`src/rtl/exu_sched_pkg.sv`:
```
package exu_sched_pkg;
  typedef enum logic [2:0] {
    CL_INT  = 3'd0,
    CL_MEM  = 3'd1,
    CL_FADD = 3'd2,
    CL_MUL  = 3'd3,
    CL_DIV  = 3'd4
  } op_class_e;
endpackage

```
`src/rtl/exu_sched_slot.sv`:
```
module exu_sched_slot #(
  parameter int TAG_W = 6,
  parameter int REG_W = 5,
  parameter int CNT_W = 4
) (
  input  logic             clk,
  input  logic             rst,
  input  logic             alloc,
  input  logic             retire,
  input  logic [CNT_W-1:0] ld_cnt,
  input  logic [TAG_W-1:0] in_tag,
  input  logic [REG_W-1:0] in_dst,
  input  logic             in_div,
  output logic             vld,
  output logic             rdy,
  output logic [TAG_W-1:0] tag_q,
  output logic [REG_W-1:0] dst_q,
  output logic             div_q
);
  logic [CNT_W-1:0] cnt;

  always_ff @(posedge clk) begin
    if (rst) begin
      vld   <= 1'b0;
      cnt   <= '0;
      tag_q <= '0;
      dst_q <= '0;
      div_q <= 1'b0;
    end else if (alloc) begin
      vld   <= 1'b1;
      cnt   <= ld_cnt;
      tag_q <= in_tag;
      dst_q <= in_dst;
      div_q <= in_div;
    end else begin
      if (retire) vld <= 1'b0;
      if (vld && cnt != '0) cnt <= cnt - 1'b1;
    end
  end

  assign rdy = vld && (cnt == '0);
endmodule

```
`src/rtl/exu_sched_age.sv`:
```
module exu_sched_age #(
  parameter int N = 6
) (
  input  logic         clk,
  input  logic         rst,
  input  logic [N-1:0] alloc,
  input  logic [N-1:0] vld,
  input  logic [N-1:0] rdy,
  output logic [N-1:0] grant
);
  // older[i][j] set: slot j was filled before slot i
  logic [N-1:0] older [N];

  always_comb begin
    for (int i = 0; i < N; i++)
      grant[i] = rdy[i] && ((older[i] & rdy) == '0);
  end

  always_ff @(posedge clk) begin
    if (rst) begin
      for (int i = 0; i < N; i++) older[i] <= '0;
    end else begin
      for (int i = 0; i < N; i++) begin
        if (alloc[i]) older[i] <= vld & ~grant;
        else          older[i] <= older[i] & ~alloc;
      end
    end
  end
endmodule

```
`src/rtl/exu_sched.sv`:
```
module exu_sched
  import exu_sched_pkg::*;
#(
  parameter int N_SLOT   = 6,
  parameter int TAG_W    = 6,
  parameter int REG_W    = 5,
  parameter int LAT_INT  = 1,
  parameter int LAT_MEM  = 1,
  parameter int LAT_FADD = 2,
  parameter int LAT_MUL  = 6,
  parameter int LAT_DIV  = 15
) (
  input  logic             clk,
  input  logic             rst,
  input  logic             iss_valid,
  input  logic [2:0]       iss_class,
  input  logic [TAG_W-1:0] iss_tag,
  input  logic [REG_W-1:0] iss_dst,
  output logic             iss_accept,
  output logic             wb_valid,
  output logic [TAG_W-1:0] wb_tag,
  output logic [REG_W-1:0] wb_dst,
  output logic             busy
);
  localparam int CNT_W = $clog2(LAT_DIV + 1);
  localparam int OCC_W = $clog2(N_SLOT + 1);

  logic [N_SLOT-1:0] vld, rdy, div_q, alloc, grant;
  logic [TAG_W-1:0]  tag_q [N_SLOT];
  logic [REG_W-1:0]  dst_q [N_SLOT];
  logic [CNT_W-1:0]  ld_cnt;
  logic              cls_ok, is_div, dst_hit, div_busy, full;
  logic [OCC_W-1:0]  occ_cnt;

  always_comb begin
    cls_ok = 1'b1;
    is_div = 1'b0;
    case (iss_class)
      CL_INT:  ld_cnt = CNT_W'(LAT_INT - 1);
      CL_MEM:  ld_cnt = CNT_W'(LAT_MEM - 1);
      CL_FADD: ld_cnt = CNT_W'(LAT_FADD - 1);
      CL_MUL:  ld_cnt = CNT_W'(LAT_MUL - 1);
      CL_DIV: begin
        ld_cnt = CNT_W'(LAT_DIV - 1);
        is_div = 1'b1;
      end
      default: begin
        ld_cnt = '0;
        cls_ok = 1'b0;
      end
    endcase
  end

  always_comb begin
    occ_cnt = '0;
    dst_hit = 1'b0;
    for (int i = 0; i < N_SLOT; i++) begin
      occ_cnt = occ_cnt + OCC_W'(vld[i]);
      if (vld[i] && dst_q[i] == iss_dst) dst_hit = 1'b1;
    end
  end

  assign full     = (occ_cnt == OCC_W'(N_SLOT));
  assign div_busy = |(vld & div_q);
  assign iss_accept = iss_valid && cls_ok && !full && !dst_hit && !(is_div && div_busy);

  always_comb begin
    logic taken;
    taken = 1'b0;
    alloc = '0;
    for (int i = 0; i < N_SLOT; i++) begin
      if (!vld[i] && !taken) begin
        alloc[i] = iss_accept;
        taken    = 1'b1;
      end
    end
  end

  for (genvar g = 0; g < N_SLOT; g++) begin : g_slot
    exu_sched_slot #(.TAG_W(TAG_W), .REG_W(REG_W), .CNT_W(CNT_W)) u_slot (
      .clk    (clk),
      .rst    (rst),
      .alloc  (alloc[g]),
      .retire (grant[g]),
      .ld_cnt (ld_cnt),
      .in_tag (iss_tag),
      .in_dst (iss_dst),
      .in_div (is_div),
      .vld    (vld[g]),
      .rdy    (rdy[g]),
      .tag_q  (tag_q[g]),
      .dst_q  (dst_q[g]),
      .div_q  (div_q[g])
    );
  end

  exu_sched_age #(.N(N_SLOT)) u_age (
    .clk   (clk),
    .rst   (rst),
    .alloc (alloc),
    .vld   (vld),
    .rdy   (rdy),
    .grant (grant)
  );

  logic [TAG_W-1:0] sel_tag;
  logic [REG_W-1:0] sel_dst;
  always_comb begin
    sel_tag = '0;
    sel_dst = '0;
    for (int i = 0; i < N_SLOT; i++) begin
      if (grant[i]) begin
        sel_tag = sel_tag | tag_q[i];
        sel_dst = sel_dst | dst_q[i];
      end
    end
  end

  always_ff @(posedge clk) begin
    if (rst) begin
      wb_valid <= 1'b0;
      wb_tag   <= '0;
      wb_dst   <= '0;
    end else begin
      wb_valid <= |grant;
      wb_tag   <= sel_tag;
      wb_dst   <= sel_dst;
    end
  end

  assign busy = |vld;
endmodule

```
`config.mk`:
```
export PLATFORM = sky130hd
export DESIGN_NAME = exu_sched
export DESIGN_NICKNAME = d
export VERILOG_FILES = /design/src/rtl/exu_sched_pkg.sv /design/src/rtl/exu_sched_slot.sv /design/src/rtl/exu_sched_age.sv /design/src/rtl/exu_sched.sv
export SDC_FILE = /design/constraint.sdc
export NUM_CORES = 1
export LEC_CHECK = 0
export BUFFER_PORTS_ARGS = -buffer_cell sky130_fd_sc_hd__buf_2
export CAP_MARGIN = 20
export CORE_ASPECT_RATIO = 0.8
export CORE_MARGIN = 2
export CORE_UTILIZATION = 50
export CTS_CLUSTER_DIAMETER = 150
export DETAILED_ROUTE_END_ITERATION = 12
export GPL_TIMING_DRIVEN = 0
export HOLD_SLACK_MARGIN = 0.02
export MAX_ROUTING_LAYER = met4
export PLACE_DENSITY = 0.74
export SKIP_CTS_REPAIR_TIMING = 1
export SYNTH_ARGS = -nofsm -noshare
export SYNTH_HDL_FRONTEND = slang
export SYNTH_HIERARCHICAL = 1
export SYNTH_SLANG_ARGS = --single-unit
```
`constraint.sdc`:
```
create_clock -name clk -period 9.4 [get_ports clk]
set_input_delay 0.47 -clock clk [delete_from_list [all_inputs] [get_ports clk]]
set_output_delay 0.47 -clock clk [all_outputs]
set_load 0.01 [all_outputs]
```
==> metrics.md <==
| Metric | Value |
|---|---|
| Post-layout total power | 1.53 mW |
| Startpoint of the lowest-slack hold path | iss_tag[2] |
| DP Wirelength | 14000 um |
| Actual transition at the worst max-transition pin | 1.00 ns |
| Average detailed-routed wire length per instance | 19.9 um |
| M1 WL | 9820 um |
| Yosys Warn Count | 6 |
| Wire length of the first global-routing pass | 32900 um |
| Register-to-register setup slack | 4.30 ns |
| Port-buffer cells | 30 |
| Internal | 1.15 mW |
| DRC violation total after the first TritonRoute iteration | 663 |
| Proportion of layout cells with a drive suffix above 1 | 13.9% |
| Cell count of the worst hold path | 3 |
| Maximum vdd ir drop | 0.137 mV |
| Worst hold endpoint | g_slot[3].u_slot/tag_q[2] |
| Vias | 6318 |
| Row cnt | 40 |
| Post-placement setup slack | 4.40 ns |
| Clock tree root driver cell | clkbuf_16 |
| Sum of met2 wire segment lengths after detailed routing | 9170 um |
| Final Hold Fails | 0 |
| Path type of the worst setup path | reg2reg |
| Crit path max fanout | 20 |
| Number of pins with negative max-slew slack in the final report | 0 |
| Clock Skew | 0.00708 ns |
| Final cycle utilization of the critical path | 54.3% |
| Die ar. | 16100 um^2 |
| Number of flip-flops and latches in the synthesized netlist | 150 |
| Worst setup margin | 4.30 ns |
| Count of antenna-violating nets left after detailed routing | 0 |
| Result of the run | finished clean |
| Startpoint type of the worst setup path | flip-flop |
| Logic depth of the worst register-to-register path | 15 |
| Fraction of synthesized cell area taken by the top area cell type | 30.2% |
| Htree depth | 4 |
| Setup_tns | 0 ns |
| Netlist area before placement | 7560 um^2 |
| Setup repair after global routing missed its margin | no |
| Top Metal Used | met4 |
| Count of flip-flops with a built-in enable after synthesis | 36 |
| Detailed Route WL | 21100 um |
| Remaining Overflow, GRT | 0 |
| Setup violation total in the final timing report | 0 |
| Average via count per standard cell | 5.94 |
| Number of placed I/O pins | 31 |
| Antenna violations before repair | 0 |
| Net Switching | 376 uW |
| DRC | 0 |
| Number of distinct library cell variants in the gate-level netlist after synthesis | 48 |
| Initial standard-cell utilization of the core | 50.7% |
| Top cells by area, synth | dfxtp_1, edfxtp_1, mux2i_1, nor2_1, a22oi_1 |
| Synthesized instance count | 773 |
| Number of buffers inserted during clock tree synthesis | 17 |
| Area growth syn-to-layout | 15.5% |
| Total power density per cell area | 175 nW/um^2 |
| Met3 routed wirelength | 1690 um |
| Worst min-delay path category | in2reg |
| Clock latency on the worst-skew pair | 0.43 ns |
| Sequential fraction of design power | 45.7% |
| CTS tree | yes |
| Proportion of synthesized flip-flops having asynchronous set or reset | 0% |
| Endpoint type of the worst setup path | flip-flop |
| FF-to-FF End | g_slot[5].u_slot/dst_q[0] |
| Combinational fraction of design power | 7.7% |
| Final worst path period need | 5.10 ns |
| Longest Clk Path Bufs | 2 |
| Final Wtd Congestion | 0.935 |
| Die span in y | 114 um |
| Remaining max-slew budget at the tightest pin | 33.2% |
| Leakage power figure | 3.09 nW |
| Highest achievable clock rate | 0.196 GHz |
| Clock network power share | 46.6% |
| Horizontal extent of the die | 141 um |
| Share of the yosys chip area belonging to registers | 44.5% |
| Total number of clock tree sinks | 150 |
| Post-synthesis cell type with the largest combined area | dfxtp_1 |
| Router iterations before antenna repair | 5 |
| Pin count of the biggest net entering global routing | 21 |
| Fin nets | 892 |
| Arrival time at the worst endpoint | 5.39 ns |
| Global Route Usage Sum | 27.6% |
| Endpoint required time on the critical path | 9.69 ns |
| FF-to-FF Start | g_slot[3].u_slot/vld |
| Antenna Cells | 0 |
| Mean instance size in the synthesized netlist | 9.78 um^2 |
| Standard cell core area | 14900 um^2 |
| Number of global-route vias before repair | 5989 |
| Switch share | 24.6% |
| Most used flip-flop cell after synthesis | dfxtp_1 |
| Reg clk slew, reported paths | 0.06 ns |
| Max-cap violations | 0 |
[final cells by class]
cell class	instances	area, um^2
inverter	33	124
buffer	48	225
timing repair buffer	35	185
fill	1277	6180
sequential	150	3360
tap	189	236
clock inverter	13	173
multi-input combinational	577	3980
clock buffer	19	443
[cell usage after synthesis, types with 2 or more instances]
| library cell | instances |
|---|---|
| a2111oi_2 | 6 |
| a2111oi_4 | 4 |
| a211oi_1 | 22 |
| a21o_2 | 6 |
| a21oi_1 | 22 |
| a22o_1 | 6 |
| a22o_2 | 2 |
| a22oi_1 | 38 |
| a311o_1 | 6 |
| a311oi_1 | 12 |
| a31oi_1 | 14 |
| a41o_1 | 2 |
| and4_1 | 2 |
| buf_2 | 19 |
| clkbuf_1 | 21 |
| clkbuf_2 | 6 |
| dfxtp_1 | 114 |
| edfxtp_1 | 36 |
| fa_1 | 3 |
| ha_1 | 10 |
| inv_1 | 33 |
| mux2i_1 | 78 |
| nand2_1 | 40 |
| nand2b_1 | 16 |
| nand3_1 | 8 |
| nand3b_1 | 7 |
| nand4b_1 | 6 |
| nor2_1 | 114 |
| nor2b_1 | 3 |
| nor3_1 | 19 |
| nor3b_1 | 16 |
| nor4_1 | 8 |
| nor4b_1 | 6 |
| o21ai_0 | 12 |
| o31ai_1 | 10 |
| or3b_4 | 6 |
| xnor2_1 | 5 |
| xor2_1 | 25 |
[critical path: stages, from the launching register on]
cell     delay, ns
dfxtp_1       0.98
fa_1          0.55
inv_1         0.08
fa_1          0.40
inv_1         0.07
ha_1          0.13
inv_1         0.05
fa_1          0.48
o31ai_1       0.08
a31oi_1       0.17
nand4_2       0.25
nor2_1        0.65
buf_2         0.34
buf_2         0.41
mux2i_1       0.24
nor2_1        0.06
[layer usage]
| layer | up-vias | track usage, % |
|---|---|---|
| met4 | 0 | 9.13 |
| met3 | 40 | 6.05 |
| met2 | 266 | 39.0 |
| li1 | 2981 | - |
| met5 | - | - |
| met1 | 3031 | 39.2 |
[registers in the layout, summed over array words and instances (netlist names)]
name	flops
wb_tag	6
g_slot.u_slot/cnt	24
wb_valid	1
g_slot.u_slot/dst_q	30
g_slot.u_slot/tag_q	36
wb_dst	5
g_slot.u_slot/vld	6
g_slot.u_slot/div_q	6
u_age/older	36
[cell usage in the layout (no fill, tap or decap), types with 7 or more instances in the layout]
master and count:
conb_1 36, a31oi_1 14, nand3b_1 7, clkbuf_1 22, xor2_1 25, nor4_1 8
a311oi_1 12, a21oi_1 22, inv_1 33, dfxtp_1 114, nor3_1 18, nand2_1 40
nor2_1 114, ha_1 10, nand2b_1 16, nor3b_1 16, edfxtp_1 36, mux2i_1 78
o31ai_1 10, a211oi_1 22, nand3_1 8, a22oi_1 38, o21ai_0 12, buf_2 50
clkbuf_16 17
[worst max path at each step]
stage	end	start	slack, ns	cells after the start
final	g_slot[5].u_slot/dst_q[0]	g_slot[3].u_slot/vld	4.30	15
after floorplan	u_age/older[2][3]	g_slot[3].u_slot/vld	5.45	16
after detailed placement	g_slot[5].u_slot/dst_q[0]	g_slot[3].u_slot/vld	4.40	15
after global routing	g_slot[5].u_slot/tag_q[5]	g_slot[3].u_slot/vld	4.05	15
after CTS	g_slot[5].u_slot/div_q	g_slot[3].u_slot/vld	4.39	15
after global placement	g_slot[5].u_slot/tag_q[5]	g_slot[3].u_slot/vld	4.44	15
[through the flow]
step                instance area (um^2)  cells  hold WS, ns  utilization (%)
finish                              8730   1064        0.367             58.5
CTS                                 8730   1064        0.362             58.5
global route                        8730   1064        0.377             58.5
floorplan                           7690    808        0.460                -
detailed placement                  8120   1032        0.480             54.4
global placement                    8080   1027        0.473             54.2
[power by group through the flow]
stage               Clock [mW]  Sequential [mW]  Combinational [mW]
floorplan                    0            0.705              0.0786
global placement             0            0.709               0.111
detailed placement           0            0.710               0.114
CTS                      0.714            0.696               0.115
global route             0.743            0.698               0.128
finish                   0.711            0.697               0.118
[logic make-up after synthesis]
| family | Yosys count | share of synthesized area [%] |
|---|---|---|
| other cells | 1 | 0.0496 |
| mux | 78 | 10.3 |
| xor+xnor | 30 | 3.48 |
| simple gates | 255 | 17.1 |
| buf+inv | 81 | 4.62 |
| flops | 150 | 44.5 |
| compound gates | 165 | 17.5 |
| fa+ha+maj | 13 | 2.45 |
Note: power is estimated with default switching activity, not from simulation.
